### src/rtl/ackrep_ctrl.sv
module ackrep_ctrl #(
  parameter int PW    = 72,
  parameter int DEPTH = 32,
  parameter int CW    = 16
) (
  input  logic          clk,
  input  logic          rst_n,
  input  logic          tx_valid_i,
  input  logic [PW-1:0] tx_data_i,
  output logic          tx_ready_o,
  input  logic          slot_i,
  output logic          frm_vld_o,
  output logic [7:0]    frm_fid_o,
  output logic [PW-1:0] frm_data_o,
  output logic          frm_ack_o,
  input  logic          rx_slot_i,
  input  logic          rx_crc_ok_i,
  input  logic          rx_vld_i,
  input  logic [7:0]    rx_fid_i,
  input  logic          rx_ack_i,
  output logic          rx_acc_o,
  output logic [CW-1:0] crc_err_cnt_o
);
  localparam int AW = $clog2(DEPTH);
  localparam logic [7:0] DEPTH8 = 8'(DEPTH);

  logic [PW-1:0] mem [DEPTH];
  logic [7:0] head_q, send_q, tail_q;
  logic [3:0] dcnt_q;
  logic [7:0] dsh_q;

  wire [7:0] used = tail_q - head_q;
  assign tx_ready_o = used < DEPTH8;
  wire push = tx_valid_i & tx_ready_o;
  assign frm_vld_o  = slot_i & (send_q != tail_q);
  assign frm_fid_o  = send_q;
  assign frm_data_o = mem[send_q[AW-1:0]];

  wire rbit_ok = rx_slot_i & rx_crc_ok_i;
  wire grp_end = rbit_ok & (dcnt_q == 4'd9);
  wire got_ack = grp_end & ~rx_ack_i;
  wire got_rp  = grp_end & rx_ack_i & (dsh_q == 8'hFF);
  wire [7:0] nhead = dsh_q + 8'd1;
  wire [7:0] a_off = dsh_q - head_q;
  wire [7:0] a_lim = tail_q - 8'd1 - dsh_q;
  wire ack_ok = got_ack & ~a_off[7] & ~a_lim[7];
  wire [7:0] s_off = send_q - nhead;

  always_ff @(posedge clk)
    if (push) mem[tail_q[AW-1:0]] <= tx_data_i;

  always_ff @(posedge clk) begin
    if (!rst_n) begin
      head_q <= '0;
      send_q <= '0;
      tail_q <= '0;
      dcnt_q <= '0;
      dsh_q  <= '0;
    end else begin
      if (push) tail_q <= tail_q + 8'd1;
      if (ack_ok) head_q <= nhead;
      if (got_rp) send_q <= head_q;
      else if (ack_ok && s_off[7]) send_q <= nhead;
      else if (frm_vld_o) send_q <= send_q + 8'd1;
      if (rx_slot_i) begin
        if (!rx_crc_ok_i) dcnt_q <= '0;
        else if (dcnt_q == 4'd0) begin
          if (rx_ack_i) dcnt_q <= 4'd1;
        end else if (dcnt_q == 4'd9) dcnt_q <= '0;
        else begin
          dsh_q  <= {rx_ack_i, dsh_q[7:1]};
          dcnt_q <= dcnt_q + 4'd1;
        end
      end
    end
  end

  logic [7:0] exp_q, sent_q;
  logic wait_q, rpreq_q;
  logic [CW-1:0] err_q;
  logic [3:0] scnt_q;
  logic [9:0] ssh_q;

  assign rx_acc_o = rbit_ok & rx_vld_i & (rx_fid_i == exp_q);
  wire bad = rx_slot_i & ~rx_crc_ok_i;
  wire [7:0] last_good = exp_q - 8'd1;
  wire s_idle = scnt_q == 4'd0;
  assign frm_ack_o = ~s_idle & ssh_q[0];
  assign crc_err_cnt_o = err_q;

  always_ff @(posedge clk) begin
    if (!rst_n) begin
      exp_q   <= '0;
      sent_q  <= 8'hFF;
      wait_q  <= 1'b0;
      rpreq_q <= 1'b0;
      err_q   <= '0;
      scnt_q  <= '0;
      ssh_q   <= '0;
    end else begin
      if (s_idle) begin
        if (rpreq_q) begin
          ssh_q   <= 10'h3FF;
          scnt_q  <= 4'd10;
          rpreq_q <= 1'b0;
        end else if (last_good != sent_q) begin
          ssh_q  <= {1'b0, last_good, 1'b1};
          scnt_q <= 4'd10;
          sent_q <= last_good;
        end
      end else if (slot_i) begin
        ssh_q  <= ssh_q >> 1;
        scnt_q <= scnt_q - 4'd1;
      end
      if (rx_acc_o) begin
        exp_q  <= exp_q + 8'd1;
        wait_q <= 1'b0;
      end
      if (bad) begin
        if (~&err_q) err_q <= err_q + 1'b1;
        if (!wait_q) begin
          wait_q  <= 1'b1;
          rpreq_q <= 1'b1;
        end
      end
    end
  end
endmodule

### config.mk
export PLATFORM = sky130hd
export DESIGN_NAME = ackrep_ctrl
export DESIGN_NICKNAME = d
export VERILOG_FILES = /design/src/rtl/ackrep_ctrl.sv
export SDC_FILE = /design/constraint.sdc
export NUM_CORES = 2
export LEC_CHECK = 0
export BUFFER_PORTS_ARGS = -buffer_cell sky130_fd_sc_hd__clkbuf_2
export CAP_MARGIN = 25
export CORE_AREA = 5 5 487 489
export DETAILED_ROUTE_END_ITERATION = 6
export DIE_AREA = 0 0 492 494
export GPL_TIMING_DRIVEN = 0
export HOLD_SLACK_MARGIN = 0.12
export SKIP_LAST_GASP = 1
export SYNTH_ARGS = -nofsm -noshare
export SYNTH_HDL_FRONTEND = slang
export SYNTH_SLANG_ARGS = --single-unit
### constraint.sdc
create_clock -name clk -period 7.65 [get_ports clk]
set_input_delay 1.1475 -clock clk [delete_from_list [all_inputs] [get_ports clk]]
set_output_delay 1.1475 -clock clk [all_outputs]
set_load 0.1 [all_outputs]
Yosys cells after proc, flatten, opt, wreduce, memory -nomap -nowiden
Memory sizes are Yosys's and may differ from the RTL's. A register that Yosys moved wholly into a read port is not among the register bits.
Cells that the tools add are included.
W data, S select, Z words.
{"block": "word_totals", "regBits": 84, "mem_bits_rw": 2304, "input_bits": 88, "out_inout_bits": 100, "wordCells": 92, "n_memories": 1}
{"name": "mem", "words": 32, "width": 72, "rd": 1, "rd_clocked_by_memory_dff": 1, "write_ports": 1, "line_no": "27", "source": "logic [PW-1:0] mem [DEPTH];"}
{"block": "op_classes", "n_addsub": 13, "n_lt_le_gt_ge": 1, "n_eq_ne": 7, "n_mux": 25, "n_bitwise": 22, "n_reduce_logical": 11}
{"op": "$mux W10", "n": 4}
{"op": "$add A8 B1 Y8 const B", "n": 4}
{"op": "$mux W4", "n": 8}
{"op": "$sub A8 B8 Y8", "n": 4}
{"op": "$mux W8", "n": 3}
{"op": "$add A16 B1 Y16 const B", "n": 1}
{"op": "$ne A8 B8 Y1", "n": 2}
{"op": "$reduce_and A16 Y1", "n": 1}
{"op": "$sub A8 B1 Y8 const B", "n": 2}
{"op": "$and A1 B1 Y1", "n": 13}
{"op": "$mux W5", "n": 2}
{"op": "$not A1 Y1", "n": 9}
{"op": "$eq A8 B8 Y1", "n": 1}
{"op": "$eq A8 B8 Y1 const B", "n": 1}
{"op": "$logic_not A4 Y1", "n": 2}
{"op": "$lt A8 B6 Y1 const B", "n": 1}
{"op": "$mux W1", "n": 8}
{"op": "$reduce_and A2 Y1", "n": 3}
{"op": "$add A4 B1 Y4 const B", "n": 1}
{"op": "$eq A4 B4 Y1 const B", "n": 1}
{"op": "$reduce_and A4 Y1", "n": 1}
{"op": "$sub A4 B1 Y4 const B", "n": 1}
{"op": "$ne A3 B2 Y1 const B", "n": 1}
{"op": "$ne A3 B3 Y1 const B", "n": 1}
{"op": "4 further kinds", "n": 4}

Logic depth before layout (Yosys ltp)
{"block": "depth", "depth_word": 10, "mapped_depth": 13, "ltp_nobuf": 13}

Worst setup path after synthesis
OpenSTA, ideal clock, no wires.
{"block": "synth_timing", "kind": "input -> register", "startpoint": "input port tx_valid_i", "endpoint": "memory mem[29][0] (enable)", "setup_time_ns": 0.503, "t_arrival_ns": 4.812, "t_required_ns": 7.147, "slack_ns": 2.335, "cell_stages": 5, "path_buffers": 1, "cell_sequence": "nand4_1 > mux2i_1 > buf_2 > nand2_1 > nor2_1"}
{"block": "synth_between", "elab_chain_cells": 3}
{"item": "start: declaration", "line_no": "8", "source": "input logic tx_valid_i,"}
{"item": "$and A1 B1 Y1", "line_no": "34", "source": "wire push = tx_valid_i & tx_ready_o;"}
{"item": "$mux W1", "line_no": "50", "source": "if (push) mem[tail_q[AW-1:0]] <= tx_data_i;"}
{"item": "$mux W1 (implied by the code)", "line_no": "50"}
{"item": "end: declaration", "line_no": "27"}
No other way between the ends.

==> flow_summary.yaml <==
min_path:
  hold_path.class: "reg2reg"
synth:
  synth_mux_area_share_pct: 18.7
  synth_flop_cell: "edfxtp_1"
  synth_compound_area_share_pct: 0.688
  synth-simple-area-share_pct: 1.54
  synth_area_um2: 92400
  synth_area_per_cell_um2: 23.5
  synthCells: 3937
  synthAdderAreaFrac_pct: 0.514
  async_reset_ff_share_pct: 0
  synth_xor_area_share_pct: 0.735
  yosysUniqueCellTypes: 60
  synth_top_family_by_area: "multiplexers"
  synth.net_count: 4063
  synth-edff-count: 2304
  synth_seq_cells: 2393
  yosysSeqAreaShare_pct: 76.8
  yosys_warnings: 0
detailed_routing:
  vias: 44810
  first_iter_violations: 5470
  finalWirelength_mm: 246
  viasPerCell: 5.76
  ant_nets: 0
  wl_per_cell_um: 31.6
  dr.pass1.iters: 5
  drc_errors: 0
placed_design:
  place_area_um2: 101000
  place_ws_ns: 2.15
  hpwl_mm: 161
  routabilityCongestion: 0.797
  io_buffers: 187
sta:
  period_minus_slack_ns: 6.38
  finalHoldViolCount: 0
  drv_slew: 0
  setup_viol: 0
  relSlewSlack_pct: 25.5
  fin_ws_ns: 1.27
  fin_crit_sh_pct: 83.3
  fin_worst_skew_ns: 0.0646
  timing.fmax_ghz: 0.157
  rsz0062_at_grt: "false"
  worstMarginPinSlew_ns: 1.12
setup_path:
  cp_max_fo: 10
  critPathMaxStageDelay_ns: 0.75
  cp_data_required_time_ns: 6.50
  arrival_ns: 5.23
  crit_type: "reg2out"
  cp-end-kind: "output port"
  cp_common_cell: "clkbuf_1"
  rrSetupSlack_ns: 3.08
  path_cells: "clkbuf_1 -> clkbuf_1 -> buf_8 -> clkbuf_1 -> mux4_2 -> mux4_2 -> mux2_2 -> clkbuf_2"
  slowest_stage: "clkbuf_1"
  worstSetupStartpointType: "flop"
clocking:
  cts_tree: "done"
  clk_latency_ns: 0.87
  numCtsBuffers: 233
  cts_resized: 0
  ctsLongestPathBuffers: 3
  cts_hold_buf: 0
  clkSinkCount: 2393
  post_cts_buffers: 0
  path_clk_slew_ns: 0.06
  cts-root-buf: "clkbuf_16"
  htree_levels: 4
outcome:
  status: "completed"
power:
  ir_drop_uv: 182
  clkPwrFrac_pct: 35.2
  post-layout-total-power_uw: 31900
  seqPwrFrac_pct: 45.6
  switchingPower_uw: 8720
  p_per_area_nw_per_um2: 295
  switching_share_pct: 27.3
  combPwrFrac_pct: 19.2
  p_leak_uw: 0.0330
  intPower_uw: 23200
die:
  num_rows: 177
  ios: 188
  die-area_um2: 243000
  die_h_um: 494
  fp.coreArea_um2: 232000
  die_w_um: 492
  start_util_pct: 39.9
grt:
  grt_first_pass_wirelength_mm: 347
  grtUsageTotal_pct: 20.1
  grt-ovfl-total: 0
  antenna_found_initial: 24
  grt_pass1_vias: 45747
  grt_start_max_net_pins: 33
finish:
  synthToLayoutAreaGrowth_pct: 17.0
  fin_nets: 4653
  post_route_cells_drive_above_1_share_pct: 33.5
  stdcell_area_um2: 108000
run:
  cap_violations: 0
## synth_stat cells (all sizes together) (7+ instances only)
master	count	share of area, %
mux2i	22	0.24
xor2	24	0.24
buf	95	0.51
nand4	21	0.15
o211ai	8	0.065
nand3b	7	0.057
ha	38	0.51
dfxtp	89	1.9
xnor2	44	0.42
nor3	12	0.076
mux4	720	18
a211oi	8	0.065
nand2	59	0.24
and3	10	0.068
nor2	90	0.37
o21ai	31	0.17
mux2	72	0.88
or3	10	0.068
edfxtp	2304	75
nand3	32	0.17
inv	34	0.14
nand2b	10	0.068
a21oi	26	0.14
clkbuf	107	0.43
## layer usage
| metal | wire (um) | up-vias | global-route usage [%] |
|---|---|---|---|
| li1 | - | 18018 | - |
| met1 | 101000 | 24425 | 28.1 |
| met2 | 118000 | 2000 | 32.3 |
| met3 | 20500 | 355 | 4.30 |
| met4 | 5950 | 12 | 5.13 |
| met5 | 76 | - | 0 |
## registers in the layout, indices dropped and copies added, names as in the netlist, named ones only
signal         cells
mem             2304
crc_err_cnt_o     16
ssh_q             10
dsh_q              8
exp_q              8
frm_fid_o          8
head_q             8
sent_q             8
tail_q             8
dcnt_q             4
scnt_q             4
rpreq_q            1
wait_q             1
## placed cells by master, fill, tap and decap left out, types with 34 or more instances in the layout
cell / instances
buf_12: 112
mux4_2: 720
edfxtp_1: 2304
clkbuf_16: 236
xnor2_1: 44
clkinv_1: 72
nand2_1: 59
inv_1: 34
clkbuf_2: 190
clkbuf_1: 153
nor2_1: 58
mux2_2: 72
ha_1: 38
buf_8: 39
buf_2: 67
dfxtp_1: 89
## cells by family (layout without fill, tap and decap cells)
| family | after synthesis | in the layout |
|---|---|---|
| other | 0 | 15 |
| DFF | 2393 | 2393 |
| adders and majority gates | 38 | 38 |
| AOI/OAI and AO/OA | 100 | 100 |
| muxes | 814 | 814 |
| and+or+nand+nor | 284 | 284 |
| xor gates and xnor gates | 71 | 71 |
| buffers and inverters | 237 | 1023 |
## path summary, 6_finish.rpt
kind,cells past startpoint,end,from
max reg2reg,12,mem[20][31],tail_q[1]
min,2,ssh_q[3],ssh_q[3]
max,8,frm_data_o[0],flop
min reg2reg,2,ssh_q[3],ssh_q[3]
## stage by stage
step	TNS [ns]	util (%)	hold WS [ns]	std cells
after detailed placement	0	43.4	0.445	7334
after CTS	0	46.6	0.454	7765
final	0	46.6	0.453	7781
after floorplan	0	-	0.425	3937
after global placement	-7436.01	41.9	0.438	7167
after global routing	0	46.6	0.481	7768
## critical path: cells and delay by family (launching register included)
kind                   cells  cell delay, ns
buffers and inverters      5            2.72
DFF                        1            0.31
muxes                      3            1.30
## area by class of cell
class	count	area (um^2)
multi-input combinational	1307	20700
tap	3043	3810
clock buffer	285	6090
timing repair buffer	355	4200
antenna	15	37.5
clock inverter	146	1350
inverter	35	131
fill	18824	124000
buffer	202	876
sequential	2393	71000
## power by group through the flow
stage | clock network, uW | registers [uW] | logic, uW
after floorplan | 0 | 14900 | 4360
after global placement | 0 | 14900 | 6100
after detailed placement | 0 | 14800 | 6240
after CTS | 11400 | 14600 | 6250
after global routing | 12000 | 14600 | 6470
final | 11200 | 14600 | 6130
Note: power is estimated with default switching activity, not from simulation.
